`src/rtl/aperture_pkg.sv`:
```
package aperture_pkg;
  localparam int AW       = 32;
  localparam int NUM_CFG  = 12;
  localparam int CFG_SELW = $clog2(NUM_CFG);
  localparam int NUM_SUB  = 3;

  // target select bit positions
  localparam int TGT_REG  = 0;
  localparam int TGT_MEM  = 1;
  localparam int TGT_PCI1 = 2;
  localparam int TGT_PCI2 = 3;
  localparam int TGT_XIO  = 4;
  localparam int TGT_DROP = 5;
  localparam int NUM_TGT  = 6;

  // config register indices
  localparam int CFG_REG_BASE = 0;
  localparam int CFG_MEM_LO   = 1;
  localparam int CFG_MEM_HI   = 2;
  localparam int CFG_MEM_CLIM = 3;
  localparam int CFG_PER_LO   = 4;
  localparam int CFG_PER_HI   = 5;
  localparam int CFG_SUB_BASE = 6;

  localparam logic [AW-1:0] FILL_WORD = 32'hDEAD_BEEF;
endpackage

```
`src/rtl/aperture_cfg_regs.sv`:
```
module aperture_cfg_regs
  import aperture_pkg::*;
#(
  parameter int            NREG       = NUM_CFG,
  parameter int            W          = AW,
  parameter logic [W-1:0]  RESET_BASE = 32'h1BE0_0000
) (
  input  logic                          clk,
  input  logic                          rst_n,
  input  logic                          we,
  input  logic [$clog2(NREG)-1:0]       sel,
  input  logic [W-1:0]                  wdata,
  output logic [NREG-1:0][W-1:0]        regs
);
  localparam int SW = $clog2(NREG);

  logic [NREG-1:0]         wr_en;
  logic [NREG-1:0][W-1:0]  regs_d;

  for (genvar i = 0; i < NREG; i++) begin : g_reg
    localparam logic [W-1:0] RSTV = (i == CFG_REG_BASE) ? RESET_BASE : {W{1'b1}};

    always_comb begin
      wr_en[i]  = we && (sel == SW'(i));
      regs_d[i] = wdata;
    end

    always_ff @(posedge clk or negedge rst_n) begin
      if (!rst_n) begin
        regs[i] <= RSTV;
      end else if (wr_en[i]) begin
        regs[i] <= regs_d[i];
      end
    end
  end

  AST_CFG_NEXT_CYCLE: assert property (@(posedge clk) disable iff (!rst_n)
    (we && sel == SW'(CFG_REG_BASE)) |=> (regs[CFG_REG_BASE] == $past(wdata)));
  AST_CFG_HOLD: assert property (@(posedge clk) disable iff (!rst_n)
    !we |=> $stable(regs));
endmodule

```
`src/rtl/aperture_window_match.sv`:
```
module aperture_window_match
  import aperture_pkg::*;
#(
  parameter int W           = AW,
  parameter bit ZERO_IS_TOP = 1'b0
) (
  input  logic [W-1:0] addr,
  input  logic [W-1:0] lo,
  input  logic [W:0]   hi_ext,
  output logic         hit
);
  logic [W:0] hi_eff;
  logic [W:0] addr_x;
  logic [W:0] lo_x;

  if (ZERO_IS_TOP) begin : g_wide
    always_comb begin
      if (hi_ext[W-1:0] == '0) hi_eff = {1'b1, {W{1'b0}}};
      else                     hi_eff = hi_ext;
    end
  end else begin : g_plain
    always_comb hi_eff = hi_ext;
  end

  always_comb begin
    addr_x = {1'b0, addr};
    lo_x   = {1'b0, lo};
    hit    = (addr_x >= lo_x) && (addr_x < hi_eff);
  end
endmodule

```
`src/rtl/aperture_route_stage.sv`:
```
module aperture_route_stage
  import aperture_pkg::*;
#(
  parameter int W    = AW,
  parameter int NSUB = NUM_SUB,
  parameter int NT   = NUM_TGT
) (
  input  logic            clk,
  input  logic            rst_n,
  input  logic            req_valid,
  input  logic            req_write,
  input  logic [W-1:0]    req_addr,
  input  logic            reg_hit,
  input  logic            mem_hit,
  input  logic            below_clim,
  input  logic            per_hit,
  input  logic [NSUB-1:0] sub_hit,
  output logic            out_valid,
  output logic            out_write,
  output logic [W-1:0]    out_addr,
  output logic [NT-1:0]   out_target,
  output logic            out_cacheable,
  output logic            out_fill_valid,
  output logic [W-1:0]    out_fill_data
);
  logic [NT-1:0] tgt_d;
  logic          cache_d;
  logic          fill_d;
  logic [W-1:0]  fill_data_d;

  always_comb begin
    tgt_d   = '0;
    cache_d = 1'b0;
    if (reg_hit) begin
      tgt_d[TGT_REG] = 1'b1;
    end else if (mem_hit) begin
      tgt_d[TGT_MEM] = 1'b1;
      cache_d        = below_clim;
    end else if (per_hit && sub_hit[0]) begin
      tgt_d[TGT_PCI1] = 1'b1;
    end else if (per_hit && sub_hit[1]) begin
      tgt_d[TGT_PCI2] = 1'b1;
    end else if (per_hit && sub_hit[2]) begin
      tgt_d[TGT_XIO] = 1'b1;
    end else begin
      tgt_d[TGT_DROP] = 1'b1;
    end
    fill_d      = tgt_d[TGT_DROP] && !req_write;
    fill_data_d = fill_d ? FILL_WORD : '0;
  end

  always_ff @(posedge clk or negedge rst_n) begin
    if (!rst_n) begin
      out_valid <= 1'b0;
    end else begin
      out_valid <= req_valid;
    end
  end

  always_ff @(posedge clk or negedge rst_n) begin
    if (!rst_n) begin
      out_write      <= 1'b0;
      out_addr       <= '0;
      out_target     <= '0;
      out_cacheable  <= 1'b0;
      out_fill_valid <= 1'b0;
      out_fill_data  <= '0;
    end else if (req_valid) begin
      out_write      <= req_write;
      out_addr       <= req_addr;
      out_target     <= tgt_d;
      out_cacheable  <= cache_d;
      out_fill_valid <= fill_d;
      out_fill_data  <= fill_data_d;
    end else begin
      out_fill_valid <= 1'b0;
    end
  end

  AST_ONE_TARGET: assert property (@(posedge clk) disable iff (!rst_n)
    out_valid |-> ($countones(out_target) == 1));
  AST_ONE_CYCLE: assert property (@(posedge clk) disable iff (!rst_n)
    req_valid |=> out_valid);
  AST_NO_SPURIOUS: assert property (@(posedge clk) disable iff (!rst_n)
    !req_valid |=> !out_valid);
  AST_FILL_ONLY_DROP_READ: assert property (@(posedge clk) disable iff (!rst_n)
    out_fill_valid |-> (out_valid && out_target[TGT_DROP] && !out_write));
  AST_DROP_READ_FILLED: assert property (@(posedge clk) disable iff (!rst_n)
    (out_valid && out_target[TGT_DROP] && !out_write) |-> (out_fill_valid && out_fill_data == FILL_WORD));
  AST_CACHE_MEM_ONLY: assert property (@(posedge clk) disable iff (!rst_n)
    out_cacheable |-> out_target[TGT_MEM]);
  AST_REG_FIRST: assert property (@(posedge clk) disable iff (!rst_n)
    (req_valid && reg_hit) |=> out_target[TGT_REG]);
  AST_SUB_NEEDS_PER: assert property (@(posedge clk) disable iff (!rst_n)
    (req_valid && !per_hit && !reg_hit && !mem_hit) |=> out_target[TGT_DROP]);
endmodule

```
`src/rtl/aperture_router.sv`:
```
module aperture_router
  import aperture_pkg::*;
#(
  parameter logic [31:0] RESET_BASE = 32'h1BE0_0000,
  parameter int          REG_SPAN_LOG2 = 21
) (
  input  logic        clk,
  input  logic        rst_n,
  input  logic        cfg_we,
  input  logic [3:0]  cfg_sel,
  input  logic [31:0] cfg_wdata,
  input  logic        req_valid,
  input  logic        req_write,
  input  logic [31:0] req_addr,
  output logic        out_valid,
  output logic        out_write,
  output logic [31:0] out_addr,
  output logic [5:0]  out_target,
  output logic        out_cacheable,
  output logic        out_fill_valid,
  output logic [31:0] out_fill_data
);
  localparam logic [AW:0] REG_SPAN = (AW+1)'(1) << REG_SPAN_LOG2;

  // reset: asserted asynchronously, released after two clock edges
  logic [1:0] rst_pipe;
  logic       rst_sync_n;

  always_ff @(posedge clk or negedge rst_n) begin
    if (!rst_n) rst_pipe <= 2'b00;
    else        rst_pipe <= {rst_pipe[0], 1'b1};
  end
  assign rst_sync_n = rst_pipe[1];

  logic [NUM_CFG-1:0][AW-1:0] cfg;

  aperture_cfg_regs #(
    .NREG       (NUM_CFG),
    .W          (AW),
    .RESET_BASE (RESET_BASE)
  ) u_cfg (
    .clk   (clk),
    .rst_n (rst_sync_n),
    .we    (cfg_we),
    .sel   (cfg_sel),
    .wdata (cfg_wdata),
    .regs  (cfg)
  );

  logic          reg_hit, mem_hit, below_clim, per_hit;
  logic [NUM_SUB-1:0] sub_hit;
  logic [AW:0]   reg_hi;

  assign reg_hi = {1'b0, cfg[CFG_REG_BASE]} + REG_SPAN;

  aperture_window_match #(.W(AW), .ZERO_IS_TOP(1'b0)) u_reg_win (
    .addr (req_addr), .lo (cfg[CFG_REG_BASE]), .hi_ext (reg_hi), .hit (reg_hit)
  );

  aperture_window_match #(.W(AW), .ZERO_IS_TOP(1'b0)) u_mem_win (
    .addr (req_addr), .lo (cfg[CFG_MEM_LO]), .hi_ext ({1'b0, cfg[CFG_MEM_HI]}), .hit (mem_hit)
  );

  aperture_window_match #(.W(AW), .ZERO_IS_TOP(1'b0)) u_clim (
    .addr (req_addr), .lo ('0), .hi_ext ({1'b0, cfg[CFG_MEM_CLIM]}), .hit (below_clim)
  );

  aperture_window_match #(.W(AW), .ZERO_IS_TOP(1'b1)) u_per_win (
    .addr (req_addr), .lo (cfg[CFG_PER_LO]), .hi_ext ({1'b0, cfg[CFG_PER_HI]}), .hit (per_hit)
  );

  for (genvar s = 0; s < NUM_SUB; s++) begin : g_sub
    aperture_window_match #(.W(AW), .ZERO_IS_TOP(1'b0)) u_sub_win (
      .addr   (req_addr),
      .lo     (cfg[CFG_SUB_BASE + 2*s]),
      .hi_ext ({1'b0, cfg[CFG_SUB_BASE + 2*s + 1]}),
      .hit    (sub_hit[s])
    );
  end

  aperture_route_stage #(.W(AW), .NSUB(NUM_SUB), .NT(NUM_TGT)) u_route (
    .clk            (clk),
    .rst_n          (rst_sync_n),
    .req_valid      (req_valid),
    .req_write      (req_write),
    .req_addr       (req_addr),
    .reg_hit        (reg_hit),
    .mem_hit        (mem_hit),
    .below_clim     (below_clim),
    .per_hit        (per_hit),
    .sub_hit        (sub_hit),
    .out_valid      (out_valid),
    .out_write      (out_write),
    .out_addr       (out_addr),
    .out_target     (out_target),
    .out_cacheable  (out_cacheable),
    .out_fill_valid (out_fill_valid),
    .out_fill_data  (out_fill_data)
  );

  AST_ADDR_FOLLOWS: assert property (@(posedge clk) disable iff (!rst_sync_n)
    req_valid |=> (out_addr == $past(req_addr) && out_write == $past(req_write)));
  AST_WIDE_TOP: assert property (@(posedge clk) disable iff (!rst_sync_n)
    (req_valid && cfg[CFG_PER_HI] == '0 && req_addr >= cfg[CFG_PER_LO]) |-> per_hit);
endmodule

```
`config.mk`:
```
export PLATFORM = sky130hd
export DESIGN_NAME = aperture_router
export DESIGN_NICKNAME = d
export VERILOG_FILES = /design/src/rtl/aperture_pkg.sv /design/src/rtl/aperture_cfg_regs.sv /design/src/rtl/aperture_window_match.sv /design/src/rtl/aperture_route_stage.sv /design/src/rtl/aperture_router.sv
export SDC_FILE = /design/constraint.sdc
export NUM_CORES = 1
export LEC_CHECK = 0
export BUFFER_PORTS_ARGS = -buffer_cell sky130_fd_sc_hd__buf_2
export CORE_UTILIZATION = 54
export DETAILED_ROUTE_END_ITERATION = 12
export PLACE_DENSITY_LB_ADDON = 0.05
export SLEW_MARGIN = 25
export SYNTH_ARGS = -nofsm -noshare
export SYNTH_HDL_FRONTEND = slang
export SYNTH_SLANG_ARGS = --single-unit
```
`constraint.sdc`:
```
create_clock -name clk -period 21.5 [get_ports clk]
set_input_delay 4.3 -clock clk [delete_from_list [all_inputs] [get_ports clk]]
set_output_delay 4.3 -clock clk [all_outputs]
set_load 0.005 [all_outputs]
```
Yosys cells after proc, flatten, opt, wreduce, memory -nomap -nowiden

Index checks and enable logic that the tools add are counted.

Add/subtract/negate cells: 1
$lt $le $gt $ge: 14
Equality and inequality tests: 11
Multiplexer cells: 15
Reductions and logical operators: 26

Operators by type and width:

| kind                   | count |
|---|---|
| $ge 32x32->1           | 6 |
| $lt 32x32->1           | 5 |
| $lt 32x33->1           | 2 |
| $add 32x22->33 const B | 1 |
| $mux 33                | 1 |
| $ge 32x1->1 const B    | 1 |
| $logic_not 32->1       | 1 |
| $mux 32                | 1 |
| $logic_and 1x1->1      | 23 |
| $eq 4x3->1 const B     | 4 |
| $eq 4x4->1 const B     | 4 |
| $mux 1                 | 9 |
| $eq 4x2->1 const B     | 2 |
| $mux 5                 | 1 |
| $eq 4x1->1 const B     | 1 |
| $logic_not 4->1        | 1 |
| $mux 4                 | 1 |
| $mux 3                 | 1 |
| $mux 2                 | 1 |
| $logic_not 1->1        | 1 |

Flip-flop bits (word level): 460
Word-level logic and storage cells: 87

Depth between registers and ports, before layout

Gate-level depths: netlist of the first run.

Depth after elaboration: 12
Depth in mapped cells: 14
Gate-level depth less buffers: 14

Modules after synthesis

Synthesis of the first run repeated with hierarchy kept, for this count alone.

Cells, all modules: 2,582
Area total of the unflattened synthesis: 28,139.5 µm²

Modules (own cells, without submodules):

| module                                          | times used | cells an instance | area an instance (µm²) | sequential area each (µm²) |
|---|---|---|---|---|
| aperture_cfg_regs                               | 1          | 858               | 14,821.7               | 10,058.4 |
| aperture_window_match at g_sub[0].u_sub_win ... | 5          | 220               | 1,587.8                | 0.0 |
| aperture_route_stage                            | 1          | 139               | 1,894.3                | 1,076.0 |
| aperture_window_match at u_per_win              | 1          | 231               | 1,649.1                | 0.0 |
| aperture_window_match at u_mem_win              | 1          | 223               | 1,589.0                | 0.0 |
| aperture_router                                 | 1          | 31                | 246.5                  | 50.0 |

Worst setup path after synthesis of the first run

No wires, ideal clock.

Kind: input to register
Start point: in req_addr[17]
End point: reg u_route.out_fill_data[30]
Data arrival time: 6,118 ps
Required time: 21,357 ps
Setup slack: 15,239 ps
Cell stages on the path: 9
Path buffers: 0
Cells stage by stage: ha_1 a21oi_1 o21ai_1 a221oi_1 o2111ai_1 and3_1 a211o_1 a311oi_2 o32ai_1

Cells in the longest elaborated chain, start to end: 10
Elaborated cells between the ends (all ways): 28
Those cells by class: order compare: 12; mux: 6; reduce/logical: 10

RTL lines:

| what                                       | RTL line                    | source |
|---|---|---|
| start, declared                            | aperture_router.sv:14       | `input logic [31:0] req_addr,` |
| $lt 32x33->1, or another cell as far along | aperture_window_match.sv:28 | `hit = (addr_x >= lo_x) && (addr_x < hi_eff);` |
| $logic_and 1x1->1                          | aperture_window_match.sv:28 |  |
| $logic_and 1x1->1                          | aperture_route_stage.sv:43  | `end else if (per_hit && sub_hit[2]) begin` |
| $mux 1                                     | aperture_route_stage.sv:43  |  |
| $mux 2                                     | aperture_route_stage.sv:41  | `end else if (per_hit && sub_hit[1]) begin` |
| $mux 3                                     | aperture_route_stage.sv:39  | `end else if (per_hit && sub_hit[0]) begin` |
| $mux 4                                     | aperture_route_stage.sv:36  | `end else if (mem_hit) begin` |
| $mux 5 *                                   | aperture_route_stage.sv:34  | `if (reg_hit) begin` |
| $logic_and 1x1->1 *                        | aperture_route_stage.sv:48  | `fill_d = tgt_d[TGT_DROP] && !req_write;` |
| $mux 32 *                                  | aperture_route_stage.sv:49  | `fill_data_d = fill_d ? FILL_WORD : '0;` |
| end signal, assigned                       | aperture_route_stage.sv:74  | `out_fill_data <= fill_data_d;` |
| end, declared                              | aperture_route_stage.sv:24  | `output logic [W-1:0] out_fill_data` |

Mark *: on every way between the ends. The rest lies on a longest branch, timed or not.
A chain may end at the register's enable or synchronous reset.

Worst setup path in the final report of the first run

Same ends and word-level chain as after synthesis.

==> out/metrics.cfg, run 1 <==
[die]
start_util_pct = 54.8
dieArea_sq_um = 49400
fp.dieH_microns = 222
row_count = 80
coreArea_sq_um = 47700
io_pins = 147
die_w_microns = 222

[worst_setup_path]
ff2ff_setup_slack_ns = 17.51
crit_path_start_kind = input pin
worstSetupPathType = in -> reg
r2r-end = u_route.out_target[3]$_DFFE_PN0P_
reg2reg_from = u_cfg.regs[23]$_DFFE_PN1P_
cp_data_required_time_ns = 21.94
endpoint = u_route.out_fill_data[30]$_DFFE_PN0P_
crit_start = req_addr[17]
cp.arrival_ns = 7.67
rr_worst_depth = 13
path_max_fanout = 13
cp-end-kind = register

[grt]
grt_pass1_wl_microns = 113000
grtUsageTotal_pct = 30.4
antenna_found_initial = 9
grt_pass1_vias = 19161
grt-ovfl-total = 0
grt_max_degree = 167

[clock_network]
cts_resized = 0
cts-hold-fix-buffers = 0
clockRootBuffer = clkbuf_16
clk_pin_slew_ns = 0.06
postCtsSetupBuffers = 0
clock_latency_ns = 0.60
clk_path_buf_depth = 3
cts_tree = done
htreeDepth = 2
clock-sinks = 429
cts_made_buffers = 49

[drt]
drtAntennaViolNets = 0
vias = 18985
route.detailed.drc = 0
wl_per_cell_microns = 22.0
dr.first_iter.drc_count = 960
wl_microns = 73500
viasPerCell = 5.68
drt_first_pass_iters = 5

[cells_and_area]
drive_above_1_share_pct = 29.4
final_common_cell = ha_1
final_cell_mix = ha_1, inv_1, dfstp_2, nand2_1, o21ai_0
layout.nets = 3151
stdcell_count = 3345
areaGrowthSynthToFinish_pct = 10.2
nFillCells = 4136

[yosys]
synth-seq-area-share_pct = 42.7
ys_ff_latch = 429
yosys.area.top_type = dfstp_2
yosysUniqueCellTypes = 70
synth_edf_count = 0
ys_top_cells_by_area = dfstp_2, ha_1, mux2_2
yosysWarnings = 0
dominantRegCellSynth = dfstp_2
synth_top_area_share_pct = 36.0
syn_inst = 2608
syn_avg_cell_area_sq_um = 10.0
syn_area_sq_um = 26200
async_flop_share_pct = 100

[flow_run]
max-cap-violations = 0

[place]
portBuffers = 138
placed_cells = 3252
gp_congestion = 0.917
dp_hpwl_microns = 51400

[sta]
rsz0062_at_grt = false
timing.fmax_mhz = 138
fin_tns_setup_ns = 0
timing.final.hold_violations = 0
slew_headroom_pct = 29.6
period_needed_ns = 7.23
fin_skew_ns = 0.0186
tightest_slew_ns = 1.06
maxSlewViolCount = 0
fin_crit_sh_pct = 33.6
setup_viol = 0

[power]
pwr-share-clk_pct = 29.5
combPwrFrac_pct = 28.4
switching_share_pct = 31.6
switching_power_w = 0.000891
power_density_nw_per_um2 = 97.8
vdd_ir_drop_max_mv = 0.0675
pwr-share-seq_pct = 42.1
internal-power_w = 0.00193
p_leak_nw = 13.5

[run_status]
status = finished clean

[hold_path]
hold_path.class = reg -> reg

## metrics by stage
step	util (%)	cell area, sq um	hold slack [ns]	power (W)	setup WS (ns)
after floorplan	-	26200	0.331	0.00174	9.29
after global placement	57.1	27300	0.336	0.00196	13.29
after detailed placement	57.1	27300	0.337	0.00200	13.83
after CTS	60.4	28800	0.350	0.00284	14.46
after global routing	60.4	28900	0.365	0.00300	14.13
final	60.4	28900	0.347	0.00282	14.27
## final cells by class
| class | count | area [sq um] | area share (%) |
|---|---|---|---|
| Sequential cell | 429 | 11200 | 38.8 |
| Clock inverter | 15 | 159 | 0.551 |
| Tap cell | 615 | 769 | 2.67 |
| Inverter | 388 | 1460 | 5.05 |
| Clock buffer | 75 | 1410 | 4.90 |
| Timing Repair Buffer | 152 | 808 | 2.80 |
| Antenna cell | 3 | 7.51 | 0.0260 |
| Multi-Input combinational cell | 1668 | 13100 | 45.2 |
## cells by family after synthesis
group / after synthesis / share of synthesized area [%]
AND/OR/NAND/NOR: 494 / 8.72
buffers and inverters: 518 / 7.87
AO/OA/AOI/OAI: 566 / 13.1
multiplexers: 200 / 8.60
flip-flops: 429 / 42.7
XOR/XNOR: 9 / 0.301
other: 2 / 0.0287
adder cells (fa/ha/maj): 390 / 18.6
## cell usage after synthesis, types with 15 or more instances
library cell	n
buf_1	15
o21a_1	16
clkbuf_1	84
nand3_1	27
dfstp_2	359
mux2_2	191
nand4_1	51
nand2_1	273
a21oi_1	104
nor3_1	17
o21ai_0	263
buf_4	31
inv_1	386
ha_1	390
nor2_1	45
nand2b_1	20
a21o_1	69
dfrtp_1	70
a211oi_1	26
## state kept, by name, summed over array words and instances (netlist names)
name                    flops
u_cfg.regs                384
u_route.out_cacheable       1
u_route.out_addr           32
rst_pipe                    2
u_route.out_valid           1
u_route.out_write           1
u_route.out_fill_valid      1
u_route.out_target          6
u_route.out_fill_data       1
## worst min path at each step
| stage | from | end | depth (start not counted) |
|---|---|---|---|
| after floorplan | rst_pipe[0]$_DFF_PN0_ | rst_pipe[1]$_DFF_PN0_ | 0 |
| after global placement | rst_pipe[0]$_DFF_PN0_ | rst_pipe[1]$_DFF_PN0_ | 0 |
| after detailed placement | rst_pipe[0]$_DFF_PN0_ | rst_pipe[1]$_DFF_PN0_ | 0 |
| after CTS | rst_pipe[0]$_DFF_PN0_ | rst_pipe[1]$_DFF_PN0_ | 0 |
| after global routing | rst_pipe[0]$_DFF_PN0_ | rst_pipe[1]$_DFF_PN0_ | 0 |
| final | rst_pipe[0]$_DFF_PN0_ | rst_pipe[1]$_DFF_PN0_ | 0 |
## metal layers
metal  GRT usage [%]  part of all wire [%]  vias up  wire, microns
met3            5.58                   5.2      147           3800
met2            49.6                    47      397          34300
met5               0                 0.072        -             53
li1                -                     -     9104              -
met1            40.0                    44     9329          32300
met4            12.2                   4.2        8           3060
## critical path: stages
cell	delay, ns
buf_2	0.34
ha_1	0.32
a21oi_1	0.15
o21ai_1	0.17
a221oi_2	0.83
o2111ai_1	0.49
and3_1	0.32
a211o_1	0.30
a311oi_2	0.32
o32ai_1	0.13
## power by group through the flow
stage / clock [W] / combinational (W) / sequential [W]
2_1_floorplan: 0 / 0.000562 / 0.00118
3_3_place_gp: 0 / 0.000766 / 0.00119
3_5_place_dp: 0 / 0.000798 / 0.00120
4_1_cts: 0.000850 / 0.000804 / 0.00119
5_1_grt: 0.000881 / 0.000914 / 0.00121
6_report: 0.000834 / 0.000801 / 0.00119
Note: power is estimated with default switching activity, not from simulation.
==> run 2, diff against run 1 <==
Clock period 21.5 ns to 6.7 ns, I/O delays scaled along.
==> run 2 against run 1 <==
Non-clock buffer count grew 2; wire length rose by 0.83%; sequential share of layout area shrank 0.24 points; register-to-register slack lost 15 ns; global-route usage grew 0.24 points; via count is essentially flat; first-iteration DRC count shrank 2.7%; die area did not move; critical path type unchanged; critical endpoint is now u_route.out_target[5]$_DFFE_PN0P_; highest routed layer unchanged.
==> out/metrics.cfg, run 2 (same netlist as run 1, synthesis figures left out) <==
[hold_path]
hold_path.class = reg -> async

[power]
switching_power_w = 0.00288
p_leak_nw = 13.6
power_density_nw_per_um2 = 318
vdd_ir_drop_max_mv = 0.247
pwr-share-clk_pct = 30.9
p_total_w = 0.00923
pwr-share-seq_pct = 41.2
internal-power_w = 0.00636
switching_share_pct = 31.2
combPwrFrac_pct = 28.0

[worst_setup_path]
cp_slowest_cell = a221oi_2
slowest_delay_ns = 0.77
ff2ff_setup_slack_ns = 2.62
path_max_fanout = 13
worstSetupPathType = in -> reg
cp-end-kind = register
rr_worst_depth = 13
reg2reg_from = u_cfg.regs[23]$_DFFE_PN1P_
crit_chain = buf_2, ha_1, a21oi_1, o21ai_1, a221oi_2, o2111ai_1, and3_1, a211o_1, a311oi_2, o22ai_1
cp_data_required_time_ns = 7.16
cp.arrival_ns = 4.64
crit_path_start_kind = input pin
r2r-end = u_route.out_target[3]$_DFFE_PN0P_

[clock_network]
clockRootBuffer = clkbuf_16
postCtsSetupBuffers = 0
clock-sinks = 429
clock_latency_ns = 0.60
htreeDepth = 2
cts_made_buffers = 50
clk_path_buf_depth = 3
cts_tree = done
clk_pin_slew_ns = 0.06
cts_resized = 0
cts-hold-fix-buffers = 0

[drt]
vias = 18999
wl_microns = 74100
drtAntennaViolNets = 0
drt_first_pass_iters = 5
dr.first_iter.drc_count = 934
route.detailed.drc = 0
wl_per_cell_microns = 22.1
viasPerCell = 5.67

[sta]
period_needed_ns = 4.19
timing.fmax_mhz = 239
fin_crit_sh_pct = 62.5
rsz0062_at_grt = false
fin_skew_ns = 0.0234
tightest_slew_ns = 0.958
setup_viol = 0
slew_headroom_pct = 36.2
maxSlewViolCount = 0
fin_tns_setup_ns = 0
timing.final.hold_violations = 0
worst_slack_ns = 2.51

[place]
portBuffers = 138
dp_worst_setup_slack_ns = 1.95
gp_congestion = 0.918
dp_hpwl_microns = 52200

[cells_and_area]
largest_reg_flops = 384
largestRegisters = u_cfg.regs (384), u_route.out_addr (32), u_route.out_target (6)
drive_above_1_share_pct = 29.8
final_cell_mix = ha_1, inv_1, dfstp_2, nand2_1, o21ai_0
areaGrowthSynthToFinish_pct = 10.9
layout.nets = 3154
top_register = u_cfg.regs
final_common_cell = ha_1

[grt]
gr-usage-met2_pct = 51.1
grt_busiest_layer = met2
grtUsageTotal_pct = 30.7
use_met1_pct = 41.4
grt_pass1_vias = 19361
grt_max_degree = 153
grt-ovfl-total = 0
antenna_found_initial = 8
grt_pass1_wl_microns = 115000
grtUsageMet3_pct = 4.09

[die]
dieArea_sq_um = 49400
coreArea_sq_um = 47700
fp.dieH_microns = 222
start_util_pct = 54.8
die_w_microns = 222
row_count = 80
io_pins = 147

[run_status]
status = finished clean

[flow_run]
max-cap-violations = 0

## run 2: worst max path at each step
| stage | start | endpoint | slack [ns] | depth (start not counted) |
|---|---|---|---|---|
| 3_3_place_gp | req_addr[17] | u_route.out_fill_data[30]$_DFFE_PN0P_ | 1.48 | 10 |
| 2_1_floorplan | rst_pipe[1]$_DFF_PN0_ | u_cfg.regs[0]$_DFFE_PN0P_ | 0.04 | 0 |
| 5_1_grt | req_addr[17] | u_route.out_target[5]$_DFFE_PN0P_ | 2.42 | 10 |
| 3_5_place_dp | req_addr[17] | u_route.out_target[5]$_DFFE_PN0P_ | 1.95 | 10 |
| 6_report | req_addr[17] | u_route.out_target[5]$_DFFE_PN0P_ | 2.51 | 10 |
| 4_1_cts | req_addr[17] | u_route.out_target[5]$_DFFE_PN0P_ | 2.57 | 10 |
## run 2: per-stage QoR
stage          cell area, sq um  std cells  hold WS, ns  utilization (%)
6_report                  29000       3352        0.299             60.8
3_5_place_dp              27300       3253        0.309             57.1
3_3_place_gp              27300       3253        0.309             57.1
4_1_cts                   29000       3346        0.315             60.7
5_1_grt                   29000       3351        0.338             60.8
2_1_floorplan             26200       2615        0.331                -
## run 2: worst max-delay path, delay by kind of cell
| kind | cells | cell delay, ns |
|---|---|---|
| and+or+nand+nor | 1 | 0.30 |
| AOI/OAI and AO/OA | 7 | 2.33 |
| buffers and inverters | 1 | 0.34 |
| adders and majority gates | 1 | 0.32 |
## run 2: routing by layer
layer  vias to the layer above  routed length [microns]
met1                      9414                    33300
met3                       121                     3220
met5                         -                       13
met2                       369                    35200
met4                         2                     2340
li1                       9093                        -
## run 2: layout make-up
| class | count | area, sq um |
|---|---|---|
| fillers | 4038 | 18700 |
| multi-input cells | 1668 | 13100 |
| flip-flops and latches | 429 | 11200 |
| inverters | 388 | 1460 |
| clock buffers | 71 | 1440 |
| repair buffers | 154 | 843 |
| well taps | 615 | 769 |
| clock inverters | 22 | 269 |
| diodes | 5 | 12.5 |
## run 2: power groups by stage
stage	clock [W]	combinational, W	sequential [W]
after floorplan	0	0.00180	0.00378
after global placement	0	0.00247	0.00382
after detailed placement	0	0.00257	0.00384
after CTS	0.00290	0.00259	0.00380
after global routing	0.00299	0.00295	0.00387
final	0.00285	0.00258	0.00380
